$ cat src/rtl/chargemem_pkg.sv
package chargemem_pkg;

    typedef enum logic [2:0] {
        ST_IDLE,
        ST_ERASE,
        ST_WRITE,
        ST_RPRE,
        ST_RSENSE,
        ST_HOLD
    } cm_state_e;

    typedef struct packed {
        logic rd_drive;
        logic rd_en;
        logic wr_en;
    } cm_phase_t;

    typedef struct packed {
        logic erase_done;
        logic write_done;
        logic sense_done;
    } cm_event_t;

    function automatic cm_phase_t phase_of(cm_state_e s);
        cm_phase_t p;
        p = '0;
        unique case (s)
            ST_ERASE:  p.rd_en = 1'b1;
            ST_WRITE:  p.wr_en = 1'b1;
            ST_RPRE:   p.rd_drive = 1'b1;
            ST_RSENSE: begin
                p.rd_drive = 1'b1;
                p.rd_en    = 1'b1;
            end
            ST_HOLD:   p.rd_drive = 1'b1;
            default:   p = '0;
        endcase
        return p;
    endfunction

endpackage

$ cat src/rtl/cm_addr_tree.sv
module cm_addr_tree #(
    parameter int ABITS = 3
) (
    input  logic [ABITS-1:0]      addr,
    output logic [(1<<ABITS)-1:0] sel
);
    // Level l resolves the top l+1 address bits into 2^(l+1) lines.
    for (genvar l = 0; l < ABITS; l++) begin : g_lvl
        localparam int N = 2 << l;
        logic [N-1:0] line;
        for (genvar i = 0; i < N; i++) begin : g_line
            if (l == 0) begin : g_root
                assign line[i] = (addr[ABITS-1] == 1'(i % 2));
            end else begin : g_branch
                assign line[i] = g_lvl[l-1].line[i/2] & (addr[ABITS-1-l] == 1'(i % 2));
            end
        end
    end

    assign sel = g_lvl[ABITS-1].line;

endmodule

$ cat src/rtl/cm_sequencer.sv
module cm_sequencer
    import chargemem_pkg::*;
#(
    parameter int PHASE_CYCLES = 2
) (
    input  logic      clk,
    input  logic      rst,
    input  logic      start_wr,
    input  logic      start_rd,
    input  logic      rd_release,
    output cm_state_e state,
    output cm_event_t ev
);
    localparam int CW = (PHASE_CYCLES > 1) ? $clog2(PHASE_CYCLES) : 1;

    logic [CW-1:0] cnt;
    logic          last;

    assign last = (cnt == CW'(PHASE_CYCLES - 1));

    always_ff @(posedge clk) begin
        if (rst) begin
            state <= ST_IDLE;
            cnt   <= '0;
        end else begin
            unique case (state)
                ST_IDLE: begin
                    cnt <= '0;
                    if (start_wr)      state <= ST_ERASE;
                    else if (start_rd) state <= ST_RPRE;
                end
                ST_ERASE, ST_WRITE, ST_RPRE, ST_RSENSE: begin
                    if (last) begin
                        cnt <= '0;
                        unique case (state)
                            ST_ERASE:  state <= ST_WRITE;
                            ST_WRITE:  state <= ST_IDLE;
                            ST_RPRE:   state <= ST_RSENSE;
                            default:   state <= ST_HOLD;
                        endcase
                    end else begin
                        cnt <= cnt + 1'b1;
                    end
                end
                ST_HOLD: begin
                    if (rd_release) state <= ST_IDLE;
                end
                default: state <= ST_IDLE;
            endcase
        end
    end

    always_comb begin
        ev.erase_done = (state == ST_ERASE)  && last;
        ev.write_done = (state == ST_WRITE)  && last;
        ev.sense_done = (state == ST_RSENSE) && last;
    end

endmodule

$ cat src/rtl/cm_cell_array.sv
module cm_cell_array
    import chargemem_pkg::*;
#(
    parameter int WIDTH         = 8,
    parameter int WORDS         = 8,
    parameter bit RETAIN_EN     = 1'b1,
    parameter int RETAIN_CYCLES = 1000
) (
    input  logic             clk,
    input  logic             rst,
    input  logic [WORDS-1:0] sel,
    input  cm_event_t        ev,
    input  logic [WIDTH-1:0] wr_data,
    input  logic [WIDTH-1:0] switches,
    output logic [WIDTH-1:0] rd_word
);
    localparam int RCW = $clog2(RETAIN_CYCLES + 1);

    logic [WIDTH-1:0] cell_q [WORDS];

    for (genvar i = 0; i < WORDS; i++) begin : g_word
        if (i == 0) begin : g_sw
            assign cell_q[i] = switches;
        end else begin : g_cap
            logic [WIDTH-1:0] charge;
            logic             touch;
            logic             expire;

            assign touch = sel[i] & (ev.erase_done | ev.write_done | ev.sense_done);

            if (RETAIN_EN) begin : g_ret
                logic [RCW-1:0] age;
                assign expire = !touch && (age == RCW'(RETAIN_CYCLES - 1));
                always_ff @(posedge clk) begin
                    if (rst)                 age <= '0;
                    else if (touch || expire) age <= '0;
                    else                     age <= age + 1'b1;
                end
            end else begin : g_noret
                assign expire = 1'b0;
            end

            // Sensing rewrites the ones it finds, so the value is simply kept.
            always_ff @(posedge clk) begin
                if (rst)                            charge <= '0;
                else if (sel[i] && ev.erase_done)   charge <= '0;
                else if (sel[i] && ev.write_done)   charge <= charge | wr_data;
                else if (expire)                    charge <= '0;
            end

            assign cell_q[i] = charge;
        end
    end

    always_comb begin
        rd_word = '0;
        for (int k = 0; k < WORDS; k++) begin
            if (sel[k]) rd_word = rd_word | cell_q[k];
        end
    end

endmodule

$ cat src/rtl/chargemem_ctrl.sv
module chargemem_ctrl
    import chargemem_pkg::*;
#(
    parameter int WIDTH         = 8,
    parameter int ABITS         = 3,
    parameter int PHASE_CYCLES  = 2,
    parameter bit RETAIN_EN     = 1'b1,
    parameter int RETAIN_CYCLES = 1000
) (
    input  logic             clk,
    input  logic             rst,
    input  logic [ABITS-1:0] req_addr,
    input  logic             wr_req,
    input  logic [WIDTH-1:0] wr_data,
    input  logic             rd_req,
    input  logic             rd_release,
    input  logic [WIDTH-1:0] switches,
    output logic             busy,
    output logic             ph_rd_drive,
    output logic             ph_rd_en,
    output logic             ph_wr_en,
    output logic             bus_drive,
    output logic [WIDTH-1:0] bus_data
);
    localparam int WORDS = 1 << ABITS;

    cm_state_e        state;
    cm_event_t        ev;
    cm_phase_t        phase;
    logic [ABITS-1:0] addr_q;
    logic [WIDTH-1:0] data_q;
    logic [WIDTH-1:0] rd_reg;
    logic [WIDTH-1:0] rd_word;
    logic [WORDS-1:0] sel;

    always_ff @(posedge clk) begin
        if (rst) begin
            addr_q <= '0;
            data_q <= '0;
        end else if (state == ST_IDLE && (wr_req || rd_req)) begin
            addr_q <= req_addr;
            data_q <= wr_data;
        end
    end

    cm_sequencer #(.PHASE_CYCLES(PHASE_CYCLES)) u_seq (
        .clk        (clk),
        .rst        (rst),
        .start_wr   (wr_req),
        .start_rd   (rd_req),
        .rd_release (rd_release),
        .state      (state),
        .ev         (ev)
    );

    cm_addr_tree #(.ABITS(ABITS)) u_dec (
        .addr (addr_q),
        .sel  (sel)
    );

    cm_cell_array #(
        .WIDTH         (WIDTH),
        .WORDS         (WORDS),
        .RETAIN_EN     (RETAIN_EN),
        .RETAIN_CYCLES (RETAIN_CYCLES)
    ) u_cells (
        .clk      (clk),
        .rst      (rst),
        .sel      (sel),
        .ev       (ev),
        .wr_data  (data_q),
        .switches (switches),
        .rd_word  (rd_word)
    );

    always_ff @(posedge clk) begin
        if (rst)                rd_reg <= '0;
        else if (ev.sense_done) rd_reg <= rd_word;
    end

    assign phase       = phase_of(state);
    assign ph_rd_drive = phase.rd_drive;
    assign ph_rd_en    = phase.rd_en;
    assign ph_wr_en    = phase.wr_en;
    assign busy        = (state != ST_IDLE);
    assign bus_drive   = (state == ST_HOLD);
    assign bus_data    = bus_drive ? rd_reg : '0;

endmodule


$ cat config.mk
export PLATFORM = sky130hd
export DESIGN_NAME = chargemem_ctrl
export DESIGN_NICKNAME = d
export VERILOG_FILES = /design/src/rtl/chargemem_pkg.sv /design/src/rtl/cm_addr_tree.sv /design/src/rtl/cm_sequencer.sv /design/src/rtl/cm_cell_array.sv /design/src/rtl/chargemem_ctrl.sv
export SDC_FILE = /design/constraint.sdc
export NUM_CORES = 1
export LEC_CHECK = 0
export ABC_AREA = 1
export BUFFER_PORTS_ARGS = -buffer_cell sky130_fd_sc_hd__buf_2
export CAP_MARGIN = 20
export CORE_ASPECT_RATIO = 1.75
export CORE_MARGIN = 1
export CORE_UTILIZATION = 55
export DETAILED_ROUTE_END_ITERATION = 6
export GPL_TIMING_DRIVEN = 1
export PLACE_DENSITY = 0.7
export RECOVER_POWER = 25
export SLEW_MARGIN = 20
export SYNTH_ARGS = -nofsm -noshare
export SYNTH_HDL_FRONTEND = slang
export SYNTH_SLANG_ARGS = --single-unit
$ cat constraint.sdc
create_clock -name clk -period 1.6 [get_ports clk]
set_input_delay 0.24 -clock clk [delete_from_list [all_inputs] [get_ports clk]]
set_output_delay 0.24 -clock clk [all_outputs]
set_load 0.02 [all_outputs]
==> flow_metrics.py <==
metrics = {
    "outcome": {
        "status": "finished with violations",
        "failed_checks": "setup timing",
    },
    "setup_path": {
        "start_kind": "flop",
        "critical_path_depth": 5,
        "timing.critical_path.arrival_ps": 1370,
        "critPathBufInv": 3,
        "cp_max_fo": 5,
        "worstPathRequired_ps": 1360,
        "crit_path_end_kind": "output port",
        "worst_path_most_repeated_cell": "buf_6",
        "max_stage_delay_ps": 380,
        "crit_chain": "buf_6 > nand3_4 > buf_6 > nor2_2 > buf_6",
        "rr_worst_depth": 8,
        "critPathSlowestCell": "dfxtp_4",
        "critPathKind": "reg -> out",
        "critPathTopFamily": "buffers and inverters",
    },
    "power": {
        "power_density_nw_per_um2": 1275,
        "ir_worst_vdd_uv": 917.3,
        "p_leak_uw": 0.003148,
        "total_power_uw": 10370,
    },
    "grt": {
        "grt.total_usage": 0.2753,
        "grt_pass1_vias": 5759,
        "grt.overflow.total": 0,
        "grt_max_degree": 23,
        "grt_pass1_wl_um": 26590,
        "grt_antenna_before_repair": 0,
    },
    "sta": {
        "max_freq_mhz": 622.0,
        "tightestPinTransition_ps": 539.7,
        "post-route-period-util": 1.005,
        "finalSetupViolCount": 4,
        "slew_headroom": 0.6398,
        "rsz0062_at_grt": "true",
        "finClkSkew_ps": 11.17,
        "whs_ps": 99.76,
        "report.final.slew_viol_count": 0,
        "setup_tns_ps": -29.80,
        "final.setup.worst_slack_ps": -7.751,
        "post-route-min-period_ps": 1608,
        "hold_violations": 0,
    },
    "detailed_routing": {
        "vias": 6020,
        "drt_iter0_markers": 294,
        "firstDrtPassIters": 5,
        "ant_nets": 0,
        "wl_per_cell_um": 14.24,
        "drc": 0,
        "routed_wl_um": 16650,
        "avgViaCountPerCell": 5.150,
    },
    "cts": {
        "clockBufferDepth": 2,
        "cts_hold_buf": 0,
        "cts_num_sinks": 149,
        "cts-root-buf": "clkbuf_16",
        "cts_buffers": 17,
        "clkTransAtPathRegs_ps": 60,
        "clock_latency_ps": 420,
        "cts_tree": "built",
        "h-tree-depth": 4,
    },
    "final_layout": {
        "diodes": 0,
        "fin_area_um2": 8135,
        "top_register": "u_cells.g_word.g_cap.g_ret.age",
        "syn_to_final_growth_pct": 21.85,
        "largestRegisters": "u_cells.g_word.g_cap.g_ret.age (70), u_cells.g_word.g_cap.charge (56)",
        "largest_reg_flops": 70,
        "fin_nets": 1053,
        "drive_above_1_share": 0.1480,
    },
    "logic_synthesis": {
        "synth_xor_area_frac": 0.05772,
        "netlist_area_um2": 6676,
        "ys_ff_latch": 149,
        "synthSimpleGateAreaFrac": 0.2712,
        "yosysSeqAreaShare": 0.4468,
        "synth_cell_types": 26,
        "synth_nets": 960,
        "postSynthCellCount": 929,
        "postSynthAreaPerCell_um2": 7.187,
        "yosysWarnings": 0,
        "synth_compound_area_frac": 0.1126,
        "synthAdderAreaFrac": 0.01312,
        "synth_top_family_by_area": "simple AND/OR/NAND/NOR gates",
        "synth_mux_area_frac": 0,
    },
    "die": {
        "die-area_um2": 12600,
        "die_y_um": 147.8,
        "start_util": 0.5701,
        "core-area_um2": 11710,
        "pin_count": 37,
        "dieWidth_um": 85.29,
        "rows": 52,
    },
    "placement": {
        "dpl-instance-area_um2": 7347,
        "portBuffers": 36,
        "dp.final_hpwl_um": 11990,
        "pre_cts_ws_ps": -80.24,
        "finalWeightedCongestion": 0.9458,
    },
    "hold_path": {
        "min_path_type": "in -> reg",
        "hold_depth": 3,
    },
    "flow_run": {
        "maxCapViolCount": 0,
    },
}
-- final timing paths --
check                                  startpoint                                    to  slack [ps]
max                                u_seq.state[0]                           bus_data[2]          -8
min                                    wr_data[5]                             data_q[5]         100
min reg2reg  u_cells.g_word[4].g_cap.g_ret.age[0]  u_cells.g_word[4].g_cap.g_ret.age[0]         440
max reg2reg                        u_seq.state[0]     u_cells.g_word[4].g_cap.charge[2]          40
-- through the flow --
stage	utilization	cells
5_1_grt	0.6947	1169
3_3_place_gp	0.6274	1133
4_1_cts	0.6890	1168
3_5_place_dp	0.6274	1133
2_1_floorplan	-	929
6_report	0.6947	1169
-- worst register-to-register path, cell delays in order, from the launching register on --
cell	delay [ps]
dfxtp_4	370
buf_4	140
nor3_4	220
buf_12	160
nand2_1	60
buf_4	160
o21ai_0	190
inv_1	80
nor2_1	120
-- repair_timing --
item,CTS,global route
endpoints found under the setup margin,28,47
setup buffers,3,1
endpoints found under the hold margin,0,0
pin swaps,2,1
cloned,1,0
gates resized for setup,36,34
-- cell usage after synthesis --
master      n  area [µm²]
nor2_1    190       713.2
inv_1     159       596.8
dfxtp_1   149        2983
nand2_1   127       476.7
nand3_1    59       295.3
o21ai_0    57       285.3
a21oi_1    39       195.2
o21bai_1   33       247.7
xor2_1     27       236.5
nand4_1    18       112.6
xnor2_1    17       148.9
nor3_1     15       75.07
clkbuf_1    8       30.03
ha_1        7       87.58
nand3b_1    6       45.04
buf_2       4       20.02
nand3_2     3       30.03
nor2_4      2       22.52
o21ai_1     2       10.01
buf_6       1       11.26
nor3_2      1       10.01
nor3_4      1       16.27
nor3b_1     1       7.510
o22ai_1     1       6.260
o31ai_1     1       7.510
or2_2       1       6.260
-- placed cells by master (no fill, tap or decap), types with 3 or more instances in the layout --
cell        count
clkinvlp_4      3
o21ai_0        52
nand3_1        57
clkinv_4        4
o21bai_1       33
dfxtp_4         4
inv_1         154
nand4_1        18
a21oi_1        39
buf_2          24
nor2_4          8
nand2_2         9
o21ai_1         7
buf_4          45
inv_2           5
nor3_1         14
nand3_2         4
xnor2_1        17
dfxtp_1       145
bufinv_16       3
ha_1            7
nor2_1        182
buf_6          11
clkbuf_1        3
nand3b_1        6
nand2_1       118
clkbuf_16      17
clkbuf_2        4
xor2_1         27
-- final cells by class --
cell class                      count  area (µm²)
Clock inverter                     12       157.7
Sequential cell                   149        2998
Tap cell                          135       168.9
Timing Repair Buffer               87       645.6
Clock buffer                       19       432.9
Multi-Input combinational cell    608        3136
Inverter                          159       596.8
Fill cell                        1044        3576
-- routing by layer --
layer | GRT usage | wire, µm | vias up | part of all wire
li1 | - | - | 3103 | -
met1 | 0.2618 | 6167 | 2700 | 0.37
met2 | 0.5202 | 8860 | 157 | 0.53
met3 | 0.05639 | 702 | 60 | 0.042
met4 | 0.1833 | 922 | 0 | 0.055
met5 | 0 | 0 | - | 0
-- report_power, final --
part	internal [µW]	leakage, µW	switching [µW]
sequential	3940	0.00121	166
clock	2440	0.000279	1570
combinational	758	0.00166	1490
total	7150	0.00315	3230
-- cell families (layout without fill, tap and decap cells) --
logic type,after synthesis,in the layout
compound gates,133,133
simple gates,424,424
buf+inv,172,277
xor+xnor,44,44
flops,149,149
fa+ha+maj,7,7
Power figures use the tool's default switching activity.
